## src/rtl/fet_ctrl_pkg.sv

```systemverilog
package fet_ctrl_pkg;
    localparam int CODE_W = 16;

    localparam logic [CODE_W-1:0] CMD_DSG_OFF = 16'h0093;
    localparam logic [CODE_W-1:0] CMD_CHG_OFF = 16'h0094;
    localparam logic [CODE_W-1:0] CMD_ALL_OFF = 16'h0095;
    localparam logic [CODE_W-1:0] CMD_ALL_ON  = 16'h0096;
    localparam logic [CODE_W-1:0] CMD_SET_EACH = 16'h0097;

    typedef enum logic [1:0] {
        SW_DISABLED = 2'd0,
        SW_OFF      = 2'd1,
        SW_ON       = 2'd2,
        SW_RESCUE   = 2'd3
    } sw_state_t;
endpackage

```

## src/rtl/fet_host_latch.sv

```systemverilog
module fet_host_latch
    import fet_ctrl_pkg::*;
(
    input  logic              clk,
    input  logic              rst_n,
    input  logic              cmd_valid,
    input  logic [CODE_W-1:0] cmd_code,
    input  logic [1:0]        cmd_arg,
    output logic              chg_hold,
    output logic              dsg_hold
);
    logic chg_nxt, dsg_nxt;

    always_comb begin
        chg_nxt = chg_hold;
        dsg_nxt = dsg_hold;
        if (cmd_valid) begin
            unique case (cmd_code)
                CMD_DSG_OFF:  dsg_nxt = 1'b1;
                CMD_CHG_OFF:  chg_nxt = 1'b1;
                CMD_ALL_OFF: begin
                    chg_nxt = 1'b1;
                    dsg_nxt = 1'b1;
                end
                CMD_ALL_ON: begin
                    chg_nxt = 1'b0;
                    dsg_nxt = 1'b0;
                end
                CMD_SET_EACH: begin
                    chg_nxt = ~cmd_arg[0];
                    dsg_nxt = ~cmd_arg[1];
                end
                default: ;
            endcase
        end
    end

    always_ff @(posedge clk or negedge rst_n) begin
        if (!rst_n) begin
            chg_hold <= 1'b0;
            dsg_hold <= 1'b0;
        end else begin
            chg_hold <= chg_nxt;
            dsg_hold <= dsg_nxt;
        end
    end
endmodule

```

## src/rtl/fet_bd_detect.sv

```systemverilog
module fet_bd_detect #(
    parameter int CUR_W = 16
) (
    input  logic signed [CUR_W-1:0] current,
    input  logic signed [CUR_W-1:0] bd_thresh,
    input  logic                    series_topo,
    input  logic                    auto_en,
    output logic                    chg_rescue,
    output logic                    dsg_rescue,
    output logic                    discharging
);
    localparam int EXT_W = CUR_W + 1;

    logic signed [EXT_W-1:0] cur_x, thr_x, thr_neg;

    always_comb begin
        cur_x   = EXT_W'(current);
        thr_x   = EXT_W'(bd_thresh);
        thr_neg = -thr_x;
        dsg_rescue  = series_topo && auto_en && (cur_x > thr_x);
        chg_rescue  = series_topo && auto_en && (cur_x < thr_neg);
        discharging = current < 0;
    end
endmodule

```

## src/rtl/fet_switch_fsm.sv

```systemverilog
module fet_switch_fsm
    import fet_ctrl_pkg::*;
(
    input  logic clk,
    input  logic rst_n,
    input  logic glob_en,
    input  logic hard_block,
    input  logic soft_block,
    input  logic rescue_req,
    output logic sw_en
);
    sw_state_t state, state_nxt;
    sw_state_t target;

    always_comb begin
        if (hard_block)
            target = SW_OFF;
        else if (!soft_block)
            target = SW_ON;
        else if (rescue_req)
            target = SW_RESCUE;
        else
            target = SW_OFF;

        state_nxt = state;
        unique case (state)
            SW_DISABLED: if (glob_en) state_nxt = target;
            SW_OFF:      state_nxt = glob_en ? target : SW_DISABLED;
            SW_ON:       state_nxt = glob_en ? target : SW_DISABLED;
            SW_RESCUE: begin
                if (!glob_en)
                    state_nxt = SW_DISABLED;
                else if (hard_block || !rescue_req)
                    state_nxt = soft_block || hard_block ? SW_OFF : SW_ON;
                else
                    state_nxt = target;
            end
            default:     state_nxt = SW_DISABLED;
        endcase
    end

    always_ff @(posedge clk or negedge rst_n) begin
        if (!rst_n) state <= SW_DISABLED;
        else        state <= state_nxt;
    end

    always_comb begin
        unique case (state)
            SW_ON, SW_RESCUE: sw_en = 1'b1;
            default:          sw_en = 1'b0;
        endcase
    end
endmodule

```

## src/rtl/fet_enable_ctrl.sv

```systemverilog
module fet_enable_ctrl
    import fet_ctrl_pkg::*;
#(
    parameter int CUR_W = 16
) (
    input  logic                    clk,
    input  logic                    rst_n,
    input  logic                    glob_en,
    input  logic                    auto_en,
    input  logic                    series_topo,
    input  logic                    chg_in_sleep,
    input  logic                    follower_in_sleep,
    input  logic                    chg_fault,
    input  logic                    dsg_fault,
    input  logic                    chg_off_pin,
    input  logic                    dsg_off_pin,
    input  logic                    cmd_valid,
    input  logic [CODE_W-1:0]       cmd_code,
    input  logic [1:0]              cmd_arg,
    input  logic                    sleep,
    input  logic signed [CUR_W-1:0] current,
    input  logic signed [CUR_W-1:0] bd_thresh,
    output logic                    chg_en,
    output logic                    dsg_en,
    output logic                    dsg_follow,
    output logic [1:0]              status
);
    localparam int NSW = 2;

    logic chg_hold, dsg_hold;
    logic chg_rescue, dsg_rescue, discharging;
    logic [NSW-1:0] hard_v, soft_v, resc_v, en_v;

    fet_host_latch i_latch (
        .clk(clk), .rst_n(rst_n), .cmd_valid(cmd_valid), .cmd_code(cmd_code),
        .cmd_arg(cmd_arg), .chg_hold(chg_hold), .dsg_hold(dsg_hold)
    );

    fet_bd_detect #(.CUR_W(CUR_W)) i_bd (
        .current(current), .bd_thresh(bd_thresh), .series_topo(series_topo),
        .auto_en(auto_en), .chg_rescue(chg_rescue), .dsg_rescue(dsg_rescue),
        .discharging(discharging)
    );

    // index 0 = charge switch, index 1 = discharge switch
    always_comb begin
        hard_v[0] = chg_hold || chg_off_pin;
        hard_v[1] = dsg_hold || dsg_off_pin;
        soft_v[0] = (auto_en && chg_fault) || (sleep && !chg_in_sleep);
        soft_v[1] = auto_en && dsg_fault;
        resc_v[0] = chg_rescue;
        resc_v[1] = dsg_rescue;
    end

    for (genvar g = 0; g < NSW; g++) begin : g_sw
        fet_switch_fsm i_fsm (
            .clk(clk), .rst_n(rst_n), .glob_en(glob_en),
            .hard_block(hard_v[g]), .soft_block(soft_v[g]),
            .rescue_req(resc_v[g]), .sw_en(en_v[g])
        );
    end

    always_ff @(posedge clk or negedge rst_n) begin
        if (!rst_n) dsg_follow <= 1'b0;
        else        dsg_follow <= glob_en && sleep && follower_in_sleep && !discharging;
    end

    assign chg_en = en_v[0];
    assign dsg_en = en_v[1];
    assign status = en_v;
endmodule

```

## config.mk

```make
export PLATFORM = sky130hd
export DESIGN_NAME = fet_enable_ctrl
export DESIGN_NICKNAME = d
export VERILOG_FILES = /design/src/rtl/fet_ctrl_pkg.sv /design/src/rtl/fet_host_latch.sv /design/src/rtl/fet_bd_detect.sv /design/src/rtl/fet_switch_fsm.sv /design/src/rtl/fet_enable_ctrl.sv
export SDC_FILE = /design/constraint.sdc
export NUM_CORES = 1
export LEC_CHECK = 0
export ABC_AREA = 1
export BUFFER_PORTS_ARGS = -buffer_cell sky130_fd_sc_hd__buf_2
export CORE_MARGIN = 8
export CORE_UTILIZATION = 50
export CTS_CLUSTER_SIZE = 10
export DETAILED_ROUTE_END_ITERATION = 16
export GPL_TIMING_DRIVEN = 0
export PLACE_DENSITY = 0.82
export SETUP_SLACK_MARGIN = 0.3
export SLEW_MARGIN = 40
export SYNTH_ARGS = -nofsm -noshare
export SYNTH_HDL_FRONTEND = slang
export SYNTH_SLANG_ARGS = --single-unit
```

## constraint.sdc

```tcl
create_clock -name clk -period 1.6 [get_ports clk]
set_input_delay 0.16 -clock clk [delete_from_list [all_inputs] [get_ports clk]]
set_output_delay 0.16 -clock clk [all_outputs]
set_load 0.1 [all_outputs]
```

==> results of run 1 <==
per-stage QoR:
step,hold WS [ps],utilization [%]
after global routing,127.8,76.15
after detailed placement,4.777,65.62
after CTS,106.8,71.73
final,132.9,76.15
after global placement,2.964,65.62
after floorplan,-135.6,-
cells in the mapped netlist, drive strengths merged:
cell type  instances  area (um2)
nand2             82       312.8
inv               45       168.9
ha                41       513.0
nor2              39       166.4
a21oi             11       55.05
nand3             11       60.06
o21ai             10       50.05
xor2               8       70.07
dfrtp              7       175.2
or2                4       25.02
a21o               3       22.52
a31oi              2       12.51
buf                2       15.01
nand4              2       18.77
nor3               2       21.27
and2               1       6.260
and3               1       6.260
nand3b             1       7.510
o211ai             1       7.510
o22a               1       8.760
o41ai              1       8.760
flip-flops by register name, indices dropped and copies added (netlist names):
signal and cells:
g_sw.i_fsm.state 4, dsg_follow 1, i_latch.chg_hold 1, i_latch.dsg_hold 1
worst min-delay path, delay by kind of cell:
kind,cells,cell delay [ps]
simple gates,2,100
buf+inv,1,100
power by group:
part | internal (mW) | switching (mW) | leakage, nW | total [mW]
Sequential | 0.227 | 0.0425 | 0.0907 | 0.270
Clock | 0.0957 | 0.0744 | 0.0150 | 0.170
Combinational | 0.778 | 1.02 | 1.35 | 1.80
Total | 1.10 | 1.14 | 1.45 | 2.24
final cells by class:
cell class	count	area share (%)
Sequential cell	7	6.942
Tap cell	46	2.265
Timing Repair Buffer	79	20.29
Buffer	2	1.576
Multi-Input combinational cell	221	60.56
Clock buffer	4	1.034
Inverter	45	7.336
how the worst max path moves through the flow:
stage / to / slack [ps] / cells past startpoint
finish: g_sw[0].i_fsm.state[1] / -690 / 21
global route: g_sw[0].i_fsm.state[1] / -930 / 21
CTS: g_sw[0].i_fsm.state[1] / -580 / 25
detailed placement: g_sw[0].i_fsm.state[1] / -1080 / 23
global placement: g_sw[0].i_fsm.state[1] / -1040 / 25
floorplan: g_sw[0].i_fsm.state[1] / -630 / 24
cells in the final DEF, fill, tap and decap left out, types with 3 or more instances in the layout:
cell type	count
nor2_4	4
clkbuf_4	3
xor2_1	8
inv_1	37
buf_4	9
a21oi_1	6
nor2_2	6
a21oi_2	5
buf_12	6
nand2_2	4
inv_2	5
a21o_1	3
nand2_1	76
nand3_1	10
nor2_1	29
dfrtp_1	6
ha_2	3
ha_1	32
o21ai_1	6
buf_2	61
o21ai_0	3
ha_4	6
per-layer routing:
metal	wire length, um	track usage, %	share of wire, %
met4	61	4.783	1.2
met5	0	0	0
met3	241	4.128	4.6
met1	2121	18.68	41
met2	2798	32.34	54
cell families (layout without fill, tap and decap cells):
logic type | Yosys count | in the layout | synth area share, %
buffers and inverters | 47 | 130 | 10.62
flip-flops | 7 | 7 | 10.12
AO/OA/AOI/OAI | 29 | 29 | 9.538
XOR/XNOR | 8 | 8 | 4.046
AND/OR/NAND/NOR | 143 | 143 | 36.06
adder cells (fa/ha/maj) | 41 | 41 | 29.62
what timing repair did:
item,in CTS,in global routing
gates resized for setup,32,31
pin swaps,15,8
hold endpoints to repair,7,0
setup endpoints to repair,5,8
hold buffers,1,0
buffers inserted,9,2
==> run_results.csv, run 1 <==
group,metric,value,unit
layout,final_cells,404,
drt,firstDrtPassIters,4,
min_path,holdCritStartpoint,"sleep",
clock_network,cts_tree,"done",
clock_network,clk_pin_slew_worst_paths,60,ps
layout,layout-drive-gt1-share,36.59,%
worst_setup_path,cp-end-kind,"flip-flop",
layout,finalInstanceArea,2541,um2
global_route,first_global_vias,1930,
timing,finClkSkew,5.710,ps
timing,fmax,437.2,MHz
worst_setup_path,r2r_start,"g_sw[0].i_fsm.state[0]",
placed_design,gp_congestion,0.8152,
placed_design,port_buffers,67,
die,die-area,5603,um2
power_and_ir_drop,cellLeakagePower,1.451,nW
worst_setup_path,critPathRequiredTime,1750,ps
die,io_pins,68,
worst_setup_path,crit_chain,"buf_8, nor3_4, nand3_2, nor2_4, nand2_2, nor2_4, nand2_1, o21ai_1, nand2_1, ha_1, nand2_1, nor2_1, nand2_1, nor2_2, nor2_2, nand2_1, nand2_1, nand3_1, nand2_1, nand2_1, nand2_1",
drt,routed_wl,5222,um
logic_synthesis,synth_area_per_cell,6.297,um2
drt,vias_per_cell,4.948,
worst_setup_path,reg2reg_depth,7,
drt,num_vias,1999,
worst_setup_path,regToRegEndpoint,"g_sw[0].i_fsm.state[0]",
worst_setup_path,crit_arrival,2430,ps
clock_network,htreeDepth,1,
global_route,antenna_found_initial,0,
drt,ant_nets,0,
outcome,status,"finished, violations left",
layout,final_nets,463,
logic_synthesis,yosysUniqueCellTypes,28,
worst_setup_path,crit_type,"in -> reg",
global_route,gr-usage-all-layers,17.32,%
clock_network,cts_root_buf,"clkbuf_4",
timing,worst_slew_pin_slew,487.9,ps
timing,slew_headroom,67.70,%
layout,fillers,273,
timing,rsz0062_at_grt,"yes",
timing,period_needed,2287,ps
timing,setup_ws,-687.2,ps
power_and_ir_drop,power_density,879.8,nW/um2
clock_network,clockBufferDepth,2,
die,die_y,74.85,um
worst_setup_path,crit_start,"bd_thresh[1]",
timing,final-hold-violation-count,0,
logic_synthesis,ys_seq_area_share,10.12,%
global_route,grt_pass1_wl,7714,um
worst_setup_path,critPathTopFamily,"simple AND/OR/NAND/NOR gates",
drt,wl_per_cell,12.93,um
layout,n_antenna_cell,0,
layout,multi_input_area,1539,um2
timing,timing.setup.tns,-697.4,ps
outcome,violations,"negative setup slack",
worst_setup_path,max_stage_delay,280,ps
logic_synthesis,ys_ff_latch,7,
placed_design,post_dp_cell_area,2190,um2
worst_setup_path,worst-path-buf-inv,1,
drt,drt_iter0_markers,76,
global_route,grt_max_degree,8,
die,std_cell_rows,21,
die,start_util,51.89,%
die,design.core.area,3337,um2
min_path,hp-class,"in -> reg",
placed_design,hpwlAfterDp,3813,um
worst_setup_path,path_max_fanout,2,
logic_synthesis,synth_fp_nets,379,
worst_setup_path,cp_slowest_cell,"ha_1",
layout,final-seq-area,176.4,um2
clock_network,insertion_delay,270,ps
global_route,grt_overflow,0,
layout,syn_to_final_growth,46.75,%
power_and_ir_drop,p_total,2.236,mW
clock_network,cts_buffers,3,
worst_setup_path,cp_common_cell,"nand2_1",
placed_design,dp_slack,-1079,ps
clock_network,cts_sinks,7,
worst_setup_path,ff2ff_setup_slack,360,ps
logic_synthesis,synthCells,275,
worst_setup_path,critPathLaunchType,"input port",
min_path,hold_path_end,"dsg_follow",
logic_synthesis,yosys_warnings,0,
drt,drc,0,
timing,fin_crit_sh,142.9,%
placed_design,dp_cells,388,
timing,setup_viol,2,
power_and_ir_drop,peakVddDrop,0.0004425,V
min_path,hold_path_depth,3,
job,drv_cap,0,
logic_synthesis,syn-cell-area,1732,um2
die,die_x,74.85,um
timing,slew_violations,0,
Power figures use the tool's default switching activity.
==> run 2, diff against run 1 <==
MAX_ROUTING_LAYER = met4   (was not set)
clock period = 2.54 ns   (was 1.6 ns; I/O delays follow)
==> run 2 against run 1 <==
The run now ends clean. Non-clock buffer count shrank 8. Setup slack gained 900 ps. Utilization shrank 8.0 points. Largest power group unchanged.
==> run_results.csv, run 2 (synthesis results as in run 1) <==
group,metric,value,unit
layout,largest_register,"g_sw.i_fsm.state",
clock_network,htreeDepth,1,
clock_network,clockBufferDepth,2,
layout,fillers,329,
drt,ant_nets,0,
clock_network,insertion_delay,250,ps
layout,fin_util,68.13,%
worst_setup_path,critPathLaunchType,"input port",
placed_design,hpwlAfterDp,3780,um
worst_setup_path,max_stage_delay,290,ps
layout,finalInstanceArea,2273,um2
outcome,status,"finished, final reports clean",
die,io_pins,68,
timing,timing.setup.tns,0,ps
timing,fin_hold_ws,206.9,ps
worst_setup_path,crit_arrival,2460,ps
layout,largest_register_ffs,4,
die,design.core.area,3337,um2
drt,vias_per_cell,4.795,
layout,layout-drive-gt1-share,28.29,%
timing,slew_violations,0,
clock_network,cts_root_buf,"clkbuf_4",
layout,n_antenna_cell,0,
job,drv_cap,0,
timing,setup_viol,0,
power_and_ir_drop,cellLeakagePower,1.384,nW
min_path,hp-class,"in -> reg",
clock_network,cts_tree,"done",
die,std_cell_rows,21,
worst_setup_path,cp-end-kind,"flip-flop",
global_route,antenna_found_initial,0,
layout,mostFrequentLayoutCell,"nand2_1",
worst_setup_path,path_max_fanout,3,
timing,worst_slew_pin_slew,489.5,ps
worst_setup_path,cp_slowest_cell,"ha_1",
die,die-area,5603,um2
die,die_y,74.85,um
timing,final-hold-violation-count,0,
worst_setup_path,critPathRequiredTime,2680,ps
global_route,first_global_vias,1917,
placed_design,dp_slack,-225.9,ps
timing,finClkSkew,8.780,ps
worst_setup_path,crit_type,"in -> reg",
layout,final_nets,455,
timing,period_needed,2326,ps
drt,drt_iter0_markers,40,
power_and_ir_drop,power_density,452.8,nW/um2
timing,setup_ws,214.1,ps
drt,drc,0,
layout,layout_common_cells,"76 x nand2_1, 65 x buf_2, 43 x inv_1",
timing,rsz0062_at_grt,"yes",
drt,firstDrtPassIters,4,
placed_design,port_buffers,67,
power_and_ir_drop,peakVddDrop,0.0003573,V
drt,routed_wl,4278,um
die,die_x,74.85,um
timing,fin_crit_sh,91.57,%
timing,slew_headroom,67.59,%
placed_design,gp_congestion,0.8643,
layout,syn_to_final_growth,31.29,%
clock_network,cts_buffers,3,
worst_setup_path,crit_chain,"buf_8, inv_4, ha_4, nand2_2, nor2_2, nand2_2, nor2_4, nand4_4, nor2_4, nand2_2, o21ai_2, o21ai_1, ha_1, nand2_1, nor2_1, nand2_1, nor2_1, nor2_2, nand2_1, nand2_1, nand3_1, nand2_1, nand2_1, nand2_1",
layout,final-seq-area,175.2,um2
die,start_util,51.89,%
timing,fmax,429.9,MHz
clock_network,clk_pin_slew_worst_paths,60,ps
clock_network,cts_sinks,7,
global_route,grt_max_degree,8,
global_route,grt_overflow,0,
drt,num_vias,1899,
global_route,gr-usage-all-layers,16.01,%
global_route,grt_pass1_wl,7217,um
layout,multi_input_area,1428,um2
worst_setup_path,cp_common_cell,"nand2_1",
placed_design,post_dp_cell_area,2155,um2
drt,wl_per_cell,10.80,um
-- run 2: changes by cell type in the layout (fill, tap and decap cells not counted), sizes merged --
cell and delta:
buf -8
-- run 2: what timing repair did --
| action | in CTS | in global routing |
|---|---|---|
| hold buffers | 1 | 0 |
| buffers inserted | 3 | 0 |
| gates cloned | 0 | 0 |
| pin swaps | 13 | 2 |
| hold endpoints to repair | 7 | 0 |
| setup endpoints to repair | 1 | 1 |
| gates resized for setup | 7 | 10 |
-- run 2: cell type report --
cell class | count | share of cell area, %
plain buffers | 2 | 0.6604
well taps | 46 | 2.532
inverters | 45 | 8.090
flip-flops and latches | 7 | 7.705
repair buffers | 71 | 17.06
multi-input cells | 221 | 62.80
clock buffers | 4 | 1.156
-- run 2: path summary, 6_finish.rpt --
path                                   startpoint                     end  slack (ps)  cells after the start
setup / recovery                     bd_thresh[0]  g_sw[0].i_fsm.state[1]         210                     24
setup reg to reg           g_sw[1].i_fsm.state[1]  g_sw[1].i_fsm.state[0]        1280                      6
max in group asynchronous                   rst_n        i_latch.dsg_hold        2000                      2
min in group asynchronous                   rst_n              dsg_follow         370                      2
hold reg to reg                  i_latch.dsg_hold        i_latch.dsg_hold         520                      2
hold / removal                        current[15]              dsg_follow         210                      2
-- run 2: per-layer routing --
| layer | wire [um] | track usage (%) | part of all wire (%) |
|---|---|---|---|
| met2 | 2140 | 29.17 | 50 |
| met1 | 1973 | 18.88 | 46 |
| met5 | 0 | - | 0 |
| met3 | 164 | 1.332 | 3.8 |
| met4 | 0 | 1.957 | 0 |
-- run 2: through the flow --
stage	total power, mW	instances
5_1_grt	1.142	396
2_1_floorplan	0.7504	275
4_1_cts	1.035	396
3_3_place_gp	0.8990	388
3_5_place_dp	0.9172	388
6_report	1.029	396
-- run 2: worst max-delay path, delay by kind of cell --
family          cells  cell delay [ps]
simple gates       18             1420
fa+ha+maj           2              420
compound gates      2              200
buf+inv             2              160
-- run 2: power breakdown --
| group | internal [mW] | total [mW] | switching (mW) | leakage (nW) |
|---|---|---|---|---|
| Clock | 0.0602 | 0.104 | 0.0440 | 0.0150 |
| Sequential | 0.142 | 0.165 | 0.0234 | 0.0921 |
| Combinational | 0.230 | 0.760 | 0.530 | 1.28 |
| Total | 0.432 | 1.03 | 0.598 | 1.38 |
